--- config.mk ---
export PLATFORM = sky130hd
export DESIGN_NAME = bus_wait_retract
export DESIGN_NICKNAME = d
export VERILOG_FILES = /design/src/rtl/bwr_pkg.sv /design/src/rtl/bwr_wait_merge.sv /design/src/rtl/bwr_timeout.sv /design/src/rtl/bwr_ctrl_reg.sv /design/src/rtl/bus_wait_retract.sv
export SDC_FILE = /design/constraint.sdc
export NUM_CORES = 1
export LEC_CHECK = 0
export BUFFER_PORTS_ARGS = -buffer_cell sky130_fd_sc_hd__buf_4
export CAP_MARGIN = 10
export CORE_MARGIN = 5
export CORE_UTILIZATION = 32
export DETAILED_ROUTE_END_ITERATION = 16
export MAX_ROUTING_LAYER = met4
export PLACE_DENSITY = 0.82
export RECOVER_POWER = 25
export SLEW_MARGIN = 20
export SYNTH_ARGS = -nofsm -noshare
export SYNTH_HDL_FRONTEND = slang
export SYNTH_SLANG_ARGS = --single-unit
--- constraint.sdc ---
create_clock -name clk -period 1.3 [get_ports clk]
set_input_delay 0.39 -clock clk [delete_from_list [all_inputs] [get_ports clk]]
set_output_delay 0.39 -clock clk [all_outputs]
set_load 0.01 [all_outputs]
--- src/rtl/bwr_pkg.sv ---
package bwr_pkg;
  localparam int SEL_BIT  = 0;
  localparam int EN_BIT   = 1;
  localparam int FLAG_BIT = 2;

  typedef struct packed {
    logic en;
    logic sel_long;
  } bwr_ctrl_t;
endpackage

--- src/rtl/bwr_wait_merge.sv ---
module bwr_wait_merge #(
  parameter int NUM_SRC = 3,
  parameter logic [NUM_SRC-1:0] ACTIVE_LOW = 3'b011
) (
  input  logic [NUM_SRC-1:0] src,
  output logic               wait_any
);
  logic [NUM_SRC-1:0] active;

  for (genvar i = 0; i < NUM_SRC; i++) begin : g_norm
    if (ACTIVE_LOW[i]) begin : g_low
      assign active[i] = ~src[i];
    end else begin : g_high
      assign active[i] = src[i];
    end
  end

  assign wait_any = |active;
endmodule

--- src/rtl/bwr_timeout.sv ---
module bwr_timeout #(
  parameter int SHORT_DELAY = 8,
  parameter int LONG_DELAY  = 12
) (
  input  logic clk,
  input  logic rst,
  input  logic wait_any,
  input  logic enable,
  input  logic sel_long,
  output logic fire,
  output logic pulse
);
  localparam int MAX_D = (LONG_DELAY > SHORT_DELAY) ? LONG_DELAY : SHORT_DELAY;
  localparam int CNT_W = $clog2(MAX_D + 1);
  localparam logic [CNT_W-1:0] SHORT_C = CNT_W'(SHORT_DELAY);
  localparam logic [CNT_W-1:0] LONG_C  = CNT_W'(LONG_DELAY);
  localparam logic [CNT_W-1:0] MAX_C   = CNT_W'(MAX_D);

  logic [CNT_W-1:0] cnt;
  logic [CNT_W-1:0] limit;
  logic             done;

  assign limit = sel_long ? LONG_C : SHORT_C;
  assign fire  = wait_any && enable && !done && (cnt >= limit);

  always_ff @(posedge clk) begin
    if (rst) begin
      cnt   <= '0;
      done  <= 1'b0;
      pulse <= 1'b0;
    end else begin
      pulse <= fire;
      if (!wait_any) begin
        cnt  <= '0;
        done <= 1'b0;
      end else begin
        if (cnt < MAX_C) cnt <= cnt + 1'b1;
        if (fire) done <= 1'b1;
      end
    end
  end
endmodule

--- src/rtl/bwr_ctrl_reg.sv ---
module bwr_ctrl_reg
  import bwr_pkg::*;
#(
  parameter int DATA_W = 32
) (
  input  logic              clk,
  input  logic              rst,
  input  logic              wr,
  input  logic [2:0]        wbits,
  input  logic              fire,
  output bwr_ctrl_t         ctrl,
  output logic              flag,
  output logic [DATA_W-1:0] rdata
);
  always_ff @(posedge clk) begin
    if (rst) begin
      ctrl <= '0;
      flag <= 1'b0;
    end else begin
      if (wr) begin
        ctrl.sel_long <= wbits[SEL_BIT];
        ctrl.en       <= wbits[EN_BIT];
      end
      if (fire) flag <= 1'b1;
      else if (wr && wbits[FLAG_BIT]) flag <= 1'b0;
    end
  end

  always_comb begin
    rdata           = '0;
    rdata[SEL_BIT]  = ctrl.sel_long;
    rdata[EN_BIT]   = ctrl.en;
    rdata[FLAG_BIT] = flag;
  end
endmodule

--- src/rtl/bus_wait_retract.sv ---
module bus_wait_retract
  import bwr_pkg::*;
#(
  parameter int DATA_W      = 32,
  parameter int SHORT_DELAY = 8,
  parameter int LONG_DELAY  = 12
) (
  input  logic              clk,
  input  logic              rst,
  input  logic              reg_wr,
  input  logic [DATA_W-1:0] reg_wdata,
  output logic [DATA_W-1:0] reg_rdata,
  input  logic              slot_a_wait_n,
  input  logic              slot_b_wait_n,
  input  logic              exp_hold,
  output logic              retract_pulse,
  output logic              retract_flag
);
  bwr_ctrl_t ctrl;
  logic      wait_any;
  logic      fire;
  logic      unused_wdata_hi;

  assign unused_wdata_hi = ^reg_wdata[DATA_W-1:3];

  bwr_wait_merge #(.NUM_SRC(3), .ACTIVE_LOW(3'b011)) u_merge (
    .src      ({exp_hold, slot_b_wait_n, slot_a_wait_n}),
    .wait_any (wait_any)
  );

  bwr_timeout #(.SHORT_DELAY(SHORT_DELAY), .LONG_DELAY(LONG_DELAY)) u_timeout (
    .clk      (clk),
    .rst      (rst),
    .wait_any (wait_any),
    .enable   (ctrl.en),
    .sel_long (ctrl.sel_long),
    .fire     (fire),
    .pulse    (retract_pulse)
  );

  bwr_ctrl_reg #(.DATA_W(DATA_W)) u_reg (
    .clk   (clk),
    .rst   (rst),
    .wr    (reg_wr),
    .wbits (reg_wdata[2:0]),
    .fire  (fire),
    .ctrl  (ctrl),
    .flag  (retract_flag),
    .rdata (reg_rdata)
  );
endmodule

==> reports/qor.csv <==
metric;value;unit
diodes;0;
synthAdderAreaFrac;6.01;%
maxCapViolCount;0;
clock-sinks;9;
finalClockSkew;1.46;ps
synth_top_family_by_area;buffers and inverters;
synth-xor-area-share;1.40;%
ys_top_cells_by_area;buf_4 (38%), dfxtp_1 (29%), ha_1 (6.0%);
htree_levels;1;
synthFlopType;dfxtp_1;
rsz0062_at_grt;no;
ioPinCount;72;
outcome;finished, final reports clean;
critPathCaptureType;flip-flop;
drc;0;
ys_seq_area_share;28.9;%
synth_top_area_cell;buf_4;
hold_viol;0;
synth_compound_area_share;8.62;%
r2r_start;u_timeout.cnt[2]$_SDFFE_PP0N_;
cp-start-kind;flip-flop;
finalWorstPathRequiredPeriod;1190;ps
antenna_left;0;
final_nets;131;
clkLatencyLatePin;250;ps
core;1900;sq um
cts_buffers;3;
post-synth-top-area-fraction;38.5;%
avgSynthCellArea;8.32;sq um
die-height;54.2;um
placed_area;628;sq um
reg2reg_depth;5;
grt_max_degree;6;
synthMuxAreaShare;3.21;%
clk_path_buf_depth;2;
area_delta_synth_final;4.81;%
first_pass_iters;4;
holdCritPathClass;in2reg;
synth-simple-area-share;10.4;%
initial_utilization;32.8;%
synthTopCellsByCount;buf_4 (32), dfxtp_1 (9), nand2_1 (7);
grtUsageTotal;6.96;%
cts_resized;0;
critical_path_arrival;1380;ps
drtIter0Drc;7;
finalSetupViolCount;0;
stdcell_area;654;sq um
synth-edff-count;0;
grt_first_pass_wirelength;1370;um
place_congestion;0.666;
placementRows;16;
io_buffers;13;
post-cts-setup-buffer-count;0;
vias;411;
grt_pass1_vias;316;
syn-instance-count;75;
multi_input_area;294;sq um
required;1500;ps
synth_most_common_cell;buf_4;
hpwlAfterDp;884;um
slew_headroom;67.2;%
viasPerCell;3.54;
ctsHoldBuffers;0;
holdWs;304;ps
path_class;reg2reg;
timing.critical_path.from;u_timeout.cnt[2]$_SDFFE_PP0N_;
antenna_found_initial;0;
fin_tns_setup;0;ps
syn_area;624;sq um
async_flop_share;0;%
cp-endpoint;u_reg.flag$_SDFFE_PP0P_;
r2r-end;u_reg.flag$_SDFFE_PP0P_;
dieWidth;54.2;um
min_from;rst;
dieArea;2930;sq um
ir_drop;511;uV
regToRegSetupSlack;110;ps
path_clk_slew;60;ps
register_area;180;sq um
final.period_utilization;91.4;%
n_fill_cell;200;
cts_tree;built;
yosysWarnings;0;
grt-ovfl-total;0;
p_per_area;951;nW/um^2
path_max_fanout;3;
ys_seq_elements;9;
leakage;0.342;nW
synth.distinct_cells;18;
slew_violations;0;
cts_root_buffer;clkbuf_4;
routed_wl;1050;um
drive_gt1_share;20.2;%
wire_per_inst;9.02;um
fmax;841;MHz
worst_pin_slew;488;ps
[worst min path at each step]
stage	end	slack (ps)	cells after the start
after floorplan	u_timeout.done$_SDFFE_PP0P_	460	1
after global placement	u_timeout.done$_SDFFE_PP0P_	470	1
after detailed placement	u_timeout.done$_SDFFE_PP0P_	490	1
after CTS	u_reg.ctrl[1]$_SDFFE_PP0P_	300	2
after global routing	u_reg.ctrl[0]$_SDFFE_PP0P_	300	2
final	u_reg.ctrl[0]$_SDFFE_PP0P_	300	2
[flip-flops by register name (all words and copies together), names as in the netlist]
name and count:
u_timeout.cnt 4, u_timeout.done 1, u_reg.flag 1, u_reg.ctrl 2, u_timeout.pulse 1
[logic make-up after synthesis]
family / count (synthesis)
buffers and inverters: 36
and+or+nand+nor: 16
DFF: 9
AOI/OAI and AO/OA: 7
adders and majority gates: 3
muxes: 2
other: 1
xor gates and xnor gates: 1
[layout make-up]
| class | instances | area share (%) |
|---|---|---|
| clock buffers | 4 | 4.02 |
| inverters | 4 | 2.29 |
| multi-input cells | 58 | 44.9 |
| flip-flops and latches | 9 | 27.5 |
| well taps | 27 | 5.16 |
| repair buffers | 14 | 16.1 |
[per-stage QoR]
stage,setup slack [ps],utilization [%],total power [mW],instances
after global routing,14.0,34.4,0.665,116
after detailed placement,136,33.0,0.413,112
after floorplan,120,-,0.444,103
after CTS,89.7,34.4,0.625,116
final,111,34.4,0.622,116
after global placement,149,33.0,0.409,112
[critical path: stages (launching register included)]
cell and delay [ps]:
dfxtp_1 320, inv_1 40, ha_1 260, nand2_1 50, a211oi_2 280, a32o_1 170
[placed cells by master (no fill, tap or decap)]
cell | Yosys | final
nand3_1 | 1 | 1
nand2_1 | 7 | 7
o21ai_0 | 1 | 1
ha_1 | 3 | 3
o21a_1 | 2 | 2
nor3_1 | 1 | 1
buf_4 | 32 | 13
mux2i_1 | 2 | 2
xnor2_1 | 1 | 1
nor2_1 | 6 | 6
clkbuf_4 | 0 | 4
inv_1 | 4 | 4
a31oi_1 | 1 | 1
clkbuf_1 | 0 | 1
and2_1 | 1 | 1
a32o_1 | 1 | 1
a21oi_1 | 1 | 1
conb_1 | 1 | 29
a211oi_2 | 1 | 1
dfxtp_1 | 9 | 9
[power by group]
part / switching (mW) / internal (mW)
Sequential: 0.0100 / 0.287
Clock: 0.0956 / 0.118
Combinational: 0.0718 / 0.0397
[per-layer routing]
layer	track usage [%]	wire (um)	part of all wire, %	up-vias
li1	-	-	-	205
met1	7.26	366	35	180
met2	11.4	527	50	26
met3	4.16	153	15	0
met4	1.24	0	0	0
met5	-	0	0	-
(Power assumes the default switching activity.)
